**config.mk**
```make
export PLATFORM = sky130hd
export DESIGN_NAME = cpu_reset_sequencer
export DESIGN_NICKNAME = d
export VERILOG_FILES = /design/src/rtl/rstseq_pkg.sv /design/src/rtl/rstseq_rst_sync.sv /design/src/rtl/rstseq_timer.sv /design/src/rtl/rstseq_strap.sv /design/src/rtl/rstseq_ctrl.sv /design/src/rtl/cpu_reset_sequencer.sv
export SDC_FILE = /design/constraint.sdc
export NUM_CORES = 1
export LEC_CHECK = 0
export BUFFER_PORTS_ARGS = -buffer_cell sky130_fd_sc_hd__buf_4
export CORE_MARGIN = 2
export CORE_UTILIZATION = 61
export DETAILED_ROUTE_END_ITERATION = 6
export GPL_ROUTABILITY_DRIVEN = 0
export GPL_TIMING_DRIVEN = 0
export PLACE_DENSITY = 0.8
export SYNTH_ARGS = -nofsm -noshare
export SYNTH_HDL_FRONTEND = slang
export SYNTH_SLANG_ARGS = --single-unit
```
**constraint.sdc**
```tcl
create_clock -name clk -period 2.3 [get_ports clk]
set_clock_uncertainty 0.2 [all_clocks]
set_input_delay 0.115 -clock clk [delete_from_list [all_inputs] [get_ports clk]]
set_output_delay 0.115 -clock clk [all_outputs]
set_load 0.02 [all_outputs]
```
**src/rtl/rstseq_pkg.sv**
```systemverilog
package rstseq_pkg;

  typedef enum logic [2:0] {
    ST_IDLE    = 3'd0,
    ST_ASSERT  = 3'd1,
    ST_SETUP   = 3'd2,
    ST_RELEASE = 3'd3,
    ST_HOLD    = 3'd4,
    ST_RUN     = 3'd5
  } rst_state_e;

  typedef enum logic {
    KIND_COLD = 1'b0,
    KIND_WARM = 1'b1
  } rst_kind_e;

endpackage

```
**src/rtl/rstseq_rst_sync.sv**
```systemverilog
module rstseq_rst_sync #(
  parameter int STAGES = 2
) (
  input  logic clk,
  input  logic rst_n,
  output logic rst_sync_n
);

  logic [STAGES-1:0] chain_q;

  always_ff @(posedge clk or negedge rst_n) begin
    if (!rst_n) begin
      chain_q <= '0;
    end else begin
      chain_q <= {chain_q[STAGES-2:0], 1'b1};
    end
  end

  assign rst_sync_n = chain_q[STAGES-1];

endmodule

```
**src/rtl/rstseq_timer.sv**
```systemverilog
module rstseq_timer #(
  parameter int CW = 8
) (
  input  logic          clk,
  input  logic          rst_n,
  input  logic          clr,
  input  logic [CW-1:0] limit,
  output logic          last
);

  logic [CW-1:0] cnt_q;
  logic [CW-1:0] cnt_d;

  // Cycles elapsed in the current window, saturating at limit-1.
  assign last = (cnt_q >= (limit - CW'(1)));

  always_comb begin
    cnt_d = cnt_q;
    if (clr) begin
      cnt_d = '0;
    end else if (!last) begin
      cnt_d = cnt_q + CW'(1);
    end
  end

  always_ff @(posedge clk or negedge rst_n) begin
    if (!rst_n) begin
      cnt_q <= '0;
    end else begin
      cnt_q <= cnt_d;
    end
  end

  // the count only moves forward between clears, so a window never wraps short.
  a_r2_timer_monotonic: assert property (@(posedge clk) disable iff (!rst_n)
    (!clr) |=> (cnt_q >= $past(cnt_q)));

endmodule

```
**src/rtl/rstseq_strap.sv**
```systemverilog
module rstseq_strap #(
  parameter int W = 1
) (
  input  logic         clk,
  input  logic         rst_n,
  input  logic         load,
  input  logic [W-1:0] d,
  input  logic         oe,
  output logic [W-1:0] q
);

  logic [W-1:0] held_q;

  always_ff @(posedge clk or negedge rst_n) begin
    if (!rst_n) begin
      held_q <= '0;
    end else if (load) begin
      held_q <= d;
    end
  end

  assign q = oe ? held_q : '0;

  // once driven, the pin value moves only when a new capture happens.
  a_r10_latched_only: assert property (@(posedge clk) disable iff (!rst_n)
    (oe && !load) |=> (!oe || $stable(q)));

endmodule

```
**src/rtl/rstseq_ctrl.sv**
```systemverilog
module rstseq_ctrl
  import rstseq_pkg::*;
#(
  parameter int CW        = 8,
  parameter int MS_CLKS   = 20,
  parameter int WARM_CLKS = 15,
  parameter int SYNC_CLKS = 2,
  parameter int HOLD_CLKS = 2
) (
  input  logic          clk,
  input  logic          rst_n,
  input  logic          pwr_good,
  input  logic          warm_req,
  input  logic          phase_last,
  input  logic          age_last,
  output logic          phase_clr,
  output logic [CW-1:0] phase_limit,
  output logic          latch_en,
  output logic          cpu_reset,
  output logic          freq_oe,
  output logic          sync_oe,
  output logic          strap_release,
  output logic          running
);

  rst_state_e state_q, state_d;
  rst_kind_e  kind_q,  kind_d;
  logic       restart;

  // Next-state process
  always_comb begin
    state_d  = state_q;
    kind_d   = kind_q;
    latch_en = 1'b0;
    restart  = 1'b0;
    if (!pwr_good) begin
      state_d = ST_IDLE;
    end else begin
      unique case (state_q)
        ST_IDLE: begin
          state_d  = ST_ASSERT;
          kind_d   = KIND_COLD;
          latch_en = 1'b1;
        end
        ST_ASSERT: begin
          if (warm_req) begin
            restart = 1'b1;
          end else if (phase_last) begin
            state_d = ST_SETUP;
          end
        end
        ST_SETUP: begin
          if (warm_req) begin
            state_d = ST_ASSERT;
            restart = 1'b1;
          end else if (phase_last && age_last) begin
            state_d = ST_RELEASE;
          end
        end
        ST_RELEASE: begin
          if (warm_req) begin
            state_d  = ST_ASSERT;
            kind_d   = KIND_WARM;
            latch_en = 1'b1;
          end else begin
            state_d = ST_HOLD;
          end
        end
        ST_HOLD: begin
          if (warm_req) begin
            state_d  = ST_ASSERT;
            kind_d   = KIND_WARM;
            latch_en = 1'b1;
          end else if (phase_last) begin
            state_d = ST_RUN;
          end
        end
        ST_RUN: begin
          if (warm_req) begin
            state_d  = ST_ASSERT;
            kind_d   = KIND_WARM;
            latch_en = 1'b1;
          end
        end
        default: state_d = ST_IDLE;
      endcase
    end
  end

  assign phase_clr = restart || (state_d != state_q);

  // Window length for the phase in progress
  always_comb begin
    unique case (state_q)
      ST_ASSERT: phase_limit = (kind_q == KIND_COLD) ? CW'(MS_CLKS) : CW'(WARM_CLKS);
      ST_SETUP:  phase_limit = CW'(SYNC_CLKS);
      ST_HOLD:   phase_limit = CW'(HOLD_CLKS);
      default:   phase_limit = CW'(1);
    endcase
  end

  // Register process
  always_ff @(posedge clk or negedge rst_n) begin
    if (!rst_n) begin
      state_q <= ST_IDLE;
      kind_q  <= KIND_COLD;
    end else begin
      state_q <= state_d;
      kind_q  <= kind_d;
    end
  end

  assign cpu_reset     = (state_q == ST_IDLE) || (state_q == ST_ASSERT) || (state_q == ST_SETUP);
  assign freq_oe       = (state_q != ST_IDLE) && (state_q != ST_RUN);
  assign sync_oe       = (state_q == ST_SETUP) || (state_q == ST_RELEASE) || (state_q == ST_HOLD);
  assign running       = (state_q == ST_RUN);
  assign strap_release = (state_q == ST_RUN);

  // a request during an active reset lands back at the start of the minimum width, same kind.
  a_r7_restart_keeps_kind: assert property (@(posedge clk) disable iff (!rst_n)
    (pwr_good && warm_req && (state_q == ST_ASSERT || state_q == ST_SETUP))
    |=> (state_q == ST_ASSERT && kind_q == $past(kind_q)));

  // reset only leaves the setup phase once the frequency strap has aged a full interval.
  a_r2_setup_waits_age: assert property (@(posedge clk) disable iff (!rst_n)
    (state_q == ST_SETUP && !age_last && pwr_good && !warm_req) |=> cpu_reset);

endmodule

```
**src/rtl/cpu_reset_sequencer.sv**
```systemverilog
module cpu_reset_sequencer #(
  parameter int CLK_KHZ         = 200000,
  parameter int WARM_MIN_CLKS   = 15,
  parameter int SYNC_SETUP_CLKS = 2,
  parameter int HOLD_CLKS       = 2,
  parameter int FREQ_W          = 3
) (
  input  logic              clk,
  input  logic              rst_n,
  input  logic              pwr_good,
  input  logic              warm_req,
  input  logic [FREQ_W-1:0] freq_sel,
  input  logic              flush_sel,
  input  logic              cready_sel,
  output logic              cpu_reset,
  output logic [FREQ_W-1:0] strap_freq,
  output logic              strap_flush,
  output logic              strap_cready,
  output logic              strap_freq_oe,
  output logic              strap_sync_oe,
  output logic              strap_release,
  output logic              running
);

  localparam int MS_CLKS  = CLK_KHZ;
  localparam int LIM_A    = (MS_CLKS > WARM_MIN_CLKS) ? MS_CLKS : WARM_MIN_CLKS;
  localparam int LIM_B    = (SYNC_SETUP_CLKS > HOLD_CLKS) ? SYNC_SETUP_CLKS : HOLD_CLKS;
  localparam int MAX_LIM  = (LIM_A > LIM_B) ? LIM_A : LIM_B;
  localparam int CW       = $clog2(MAX_LIM + 1);

  logic          rst_int_n;
  logic          phase_clr, phase_last, age_last, latch_en;
  logic [CW-1:0] phase_limit;
  logic [1:0]    sync_q;

  rstseq_rst_sync #(.STAGES(2)) u_rst_sync (
    .clk        (clk),
    .rst_n      (rst_n),
    .rst_sync_n (rst_int_n)
  );

  rstseq_ctrl #(
    .CW        (CW),
    .MS_CLKS   (MS_CLKS),
    .WARM_CLKS (WARM_MIN_CLKS),
    .SYNC_CLKS (SYNC_SETUP_CLKS),
    .HOLD_CLKS (HOLD_CLKS)
  ) u_ctrl (
    .clk           (clk),
    .rst_n         (rst_int_n),
    .pwr_good      (pwr_good),
    .warm_req      (warm_req),
    .phase_last    (phase_last),
    .age_last      (age_last),
    .phase_clr     (phase_clr),
    .phase_limit   (phase_limit),
    .latch_en      (latch_en),
    .cpu_reset     (cpu_reset),
    .freq_oe       (strap_freq_oe),
    .sync_oe       (strap_sync_oe),
    .strap_release (strap_release),
    .running       (running)
  );

  // Length of the phase in progress
  rstseq_timer #(.CW(CW)) u_phase_timer (
    .clk   (clk),
    .rst_n (rst_int_n),
    .clr   (phase_clr),
    .limit (phase_limit),
    .last  (phase_last)
  );

  // Time the frequency strap has been on the pins since capture
  rstseq_timer #(.CW(CW)) u_age_timer (
    .clk   (clk),
    .rst_n (rst_int_n),
    .clr   (latch_en),
    .limit (CW'(MS_CLKS)),
    .last  (age_last)
  );

  rstseq_strap #(.W(FREQ_W)) u_freq_strap (
    .clk   (clk),
    .rst_n (rst_int_n),
    .load  (latch_en),
    .d     (freq_sel),
    .oe    (strap_freq_oe),
    .q     (strap_freq)
  );

  rstseq_strap #(.W(2)) u_sync_strap (
    .clk   (clk),
    .rst_n (rst_int_n),
    .load  (latch_en),
    .d     ({flush_sel, cready_sel}),
    .oe    (strap_sync_oe),
    .q     (sync_q)
  );

  assign strap_flush  = sync_q[1];
  assign strap_cready = sync_q[0];

  // every strap is on the pins at the moment reset is negated.
  a_r4_straps_at_negation: assert property (@(posedge clk) disable iff (!rst_n)
    $fell(cpu_reset) |-> (strap_freq_oe && strap_sync_oe));

  // the short-setup straps are only ever driven inside the frequency strap window.
  a_r5_sync_nested: assert property (@(posedge clk) disable iff (!rst_n)
    strap_sync_oe |-> strap_freq_oe);

  // values hold still in the cycle after negation unless a new sequence begins.
  a_r6_hold_stable: assert property (@(posedge clk) disable iff (!rst_n)
    ($fell(cpu_reset) && !warm_req && pwr_good)
    |=> (strap_freq_oe && strap_sync_oe && $stable(strap_freq) && $stable(sync_q)));

  // the release flag comes up only with the pins undriven and reset negated.
  a_r6_release_clean: assert property (@(posedge clk) disable iff (!rst_n)
    $rose(strap_release) |-> (!strap_freq_oe && !strap_sync_oe && !cpu_reset && running));

  // loss of power-good puts reset back on and the straps off the pins.
  a_r9_power_loss: assert property (@(posedge clk) disable iff (!rst_n)
    (!pwr_good) |=> (cpu_reset && !strap_freq_oe && !running));

endmodule

```
==> summary.md <==
| Metric | Value |
|---|---|
| Status | `finished with violations` |
| Violated checks | `negative setup slack` |
| R2r setup slk | `-990 ps` |
| Avg Cell Area, Syn | `9.40 µm²` |
| Final setup viols | `23` |
| Critical path startpoint category | `flop` |
| #FFs+latches synth | `47` |
| Global Route Usage Sum | `28.4%` |
| N_diodes | `0` |
| R2r worst-path depth | `14` |
| Core area | `4790 µm²` |
| Pleak | `1.77 nW` |
| TritonCTS clock tree | `built` |
| WL per Instance | `16.9 µm` |
| Routed via count | `2754` |
| Core Rows | `25` |
| Most frequent cells in the layout | `45 x dfrtp_1, 41 x buf_4, 34 x nor2_1` |
| Sequential share of the synthesized area | `38.1%` |
| Total CTS buffers | `5` |
| CP Data Arrival Time | `3310 ps` |
| DRT Pass-1 Iters | `5` |
| Routed wire length | `7830 µm` |
| Sink Count | `47` |
| Clk_lat worst skew | `310 ps` |
| Critical Path Most Common Cell | `nand2b_4` |
| Period Utilization, post-route | `143%` |
| Total gr overflow | `0` |
| PortBufs | `17` |
| Initial DRC Count | `218` |
| Post-synthesis cell type count | `50` |
| Max Buffers Root-to-Sink | `2` |
| Post-route DRC | `0` |
| Final Hold Viols | `0` |
| Hold crit path type | `flop to async pin` |
| Maximum vdd drop | `495 µV` |
| Register area | `1180 µm²` |
| Worst Setup Slack, final | `-993 ps` |
| Die Ht | `75.1 µm` |
| Fill cells | `277` |
| Area post-placement | `3390 µm²` |
| Slew Limit Fails | `0` |
| Synth warnings | `0` |
| Max Fclk | `304 MHz` |
| RSZ-0062 raised after global routing | `true` |
| Post-synth top flop | `dfrtp_1` |
| PwrDens | `463 nW/µm²` |
| Non-Filler Cell Area, Final | `3990 µm²` |
| Synthesized area | `3080 µm²` |
| Vias in the first global route | `2694` |
| Max incr delay on CP | `360 ps` |
| Share of cells above drive strength 1 | `32.2%` |
| Area grow syn2layout | `29.3%` |
| Gate Count Post-Synth | `328` |
| Min cycle time layout | `3290 ps` |
| Relative max-transition margin | `58.1%` |
| Post-synth EDFFs | `0` |
| Max H-tree Level | `2` |
| Tightest Pin Transition | `627 ps` |
| First-pass GRT wire length | `12300 µm` |
| Post-DP HPWL | `4620 µm` |
| Post-route ant nets | `0` |
| Final net count | `419` |
| Die width | `75.1 µm` |
| Setup CP Type | `flop to flop` |
| Multi-input logic area | `1990 µm²` |
| Vias per cell | `5.96` |
| Worst-path fanout max | `9` |
| Commonest non-fill, non-tap cell in the layout | `dfrtp_1` |
| Reg2reg end | `u_phase_timer.cnt_q[16]` |
| Die Area | `5640 µm²` |
| Crit-path cells | `clkbuf_8, nor2b_4, nand2b_4, nand2b_4, ha_4, a211o_1, o221a_4, a311oi_4, a21oi_2, nor3b_4, nor3_4, buf_12, buf_4, nor4b_4` |
| Slowest cell on crit path | `dfrtp_1` |
| Initial Utilization | `64.4%` |
| Initial antenna violation count | `0` |
| Synth async-reset ratio | `100%` |
| CTS clk-pin slew, worst paths | `90 ps` |
| Pin count of the biggest net entering global routing | `33` |
| Clk Tree Root Cell | `clkbuf_8` |
| Nature of the critical path endpoint | `flop` |
| Reg2reg start | `u_ctrl.state_q[0]` |
| Pwr Total | `1.84 mW` |
| Num ports | `19` |
| Required time worst endpoint | `2320 ps` |
| Max-cap viol count | `0` |
## state kept, by name, indices dropped and copies added, names as in the netlist
register / flops
u_age_timer.cnt_q: 18
u_sync_strap.held_q: 2
u_freq_strap.held_q: 3
u_ctrl.state_q: 3
u_ctrl.kind_q: 1
u_phase_timer.cnt_q: 18
u_rst_sync.chain_q: 2
## logic make-up after synthesis
logic type                 Yosys count  synth area share, %
other                                1                0.122
and+or+nand+nor                    165                 30.7
buffers and inverters               24                 3.65
muxes                                9                 3.21
AOI/OAI and AO/OA                   37                 9.49
adders and majority gates           16                 6.49
DFF                                 47                 38.1
xor gates and xnor gates            29                 8.24
## where the power goes
part / switching, mW / internal, mW / total (mW)
combinational: 0.201 / 0.186 / 0.387
sequential: 0.0447 / 0.876 / 0.921
clock: 0.292 / 0.246 / 0.537
## worst max path at each step
| stage | start | end | cells after the start |
|---|---|---|---|
| after floorplan | u_ctrl.state_q[1] | u_phase_timer.cnt_q[14] | 11 |
| after global placement | u_ctrl.state_q[0] | u_phase_timer.cnt_q[11] | 13 |
| after detailed placement | u_ctrl.state_q[0] | u_phase_timer.cnt_q[2] | 13 |
| after CTS | u_ctrl.state_q[0] | u_phase_timer.cnt_q[14] | 13 |
| after global routing | u_ctrl.state_q[1] | u_phase_timer.cnt_q[16] | 14 |
| final | u_ctrl.state_q[0] | u_phase_timer.cnt_q[16] | 14 |
## critical path, delay by kind of cell, from the launching register on
kind                       cells  cell delay, ps
DFF                            1             360
adders and majority gates      1             240
buffers and inverters          3             420
and+or+nand+nor                6            1030
AOI/OAI and AO/OA              4             950
## synth_stat cells (all sizes together), types with 8 or more instances
master | n | area [µm²]
a21oi | 11 | 55.1
nand2 | 31 | 119
xor2 | 8 | 70.1
dfrtp | 47 | 1180
nor2 | 34 | 128
nor3 | 23 | 175
nand4 | 17 | 106
nor2b | 9 | 56.3
inv | 11 | 41.3
ha | 16 | 200
xnor2 | 21 | 184
nand3 | 14 | 75.1
## through the flow
step / instances / worst slack, ps / TNS (ps) / hold slack, ps / utilization, %
2_1_floorplan: 331 / -734 / -13650 / -381 / -
3_3_place_gp: 415 / -1140 / -25340 / -304 / 70.5
3_5_place_dp: 416 / -1200 / -27060 / -302 / 70.9
4_1_cts: 453 / -886 / -16290 / 46.1 / 80.1
5_1_grt: 462 / -1120 / -21610 / 74.6 / 83.3
6_report: 462 / -993 / -18220 / 45.1 / 83.3
## routing by layer
metal | wire length (µm) | track usage [%] | share of wire [%] | up-vias
met5 | 0 | 0 | 0 | -
met1 | 3270 | 34.2 | 42 | 1367
met4 | 132 | 11.7 | 1.7 | 0
li1 | - | - | - | 1290
met2 | 4130 | 49.9 | 53 | 80
met3 | 295 | 5.35 | 3.8 | 17
## area by class of cell
type | instances | area share [%]
Tap cell | 67 | 2.10
Inverter | 11 | 1.04
Clock inverter | 2 | 0.408
Multi-Input combinational cell | 260 | 49.8
Timing Repair Buffer | 57 | 12.4
Buffer | 12 | 2.67
Clock buffer | 6 | 2.07
Sequential cell | 47 | 29.5
## timing repair
action	in CTS	in global routing
gates cloned	2	1
hold buffers	10	0
endpoints found under the hold margin	24	0
setup buffers	18	8
gates resized for setup	23	16
pin swaps	15	7
setup endpoints to repair	38	45
(Power assumes the default switching activity.)
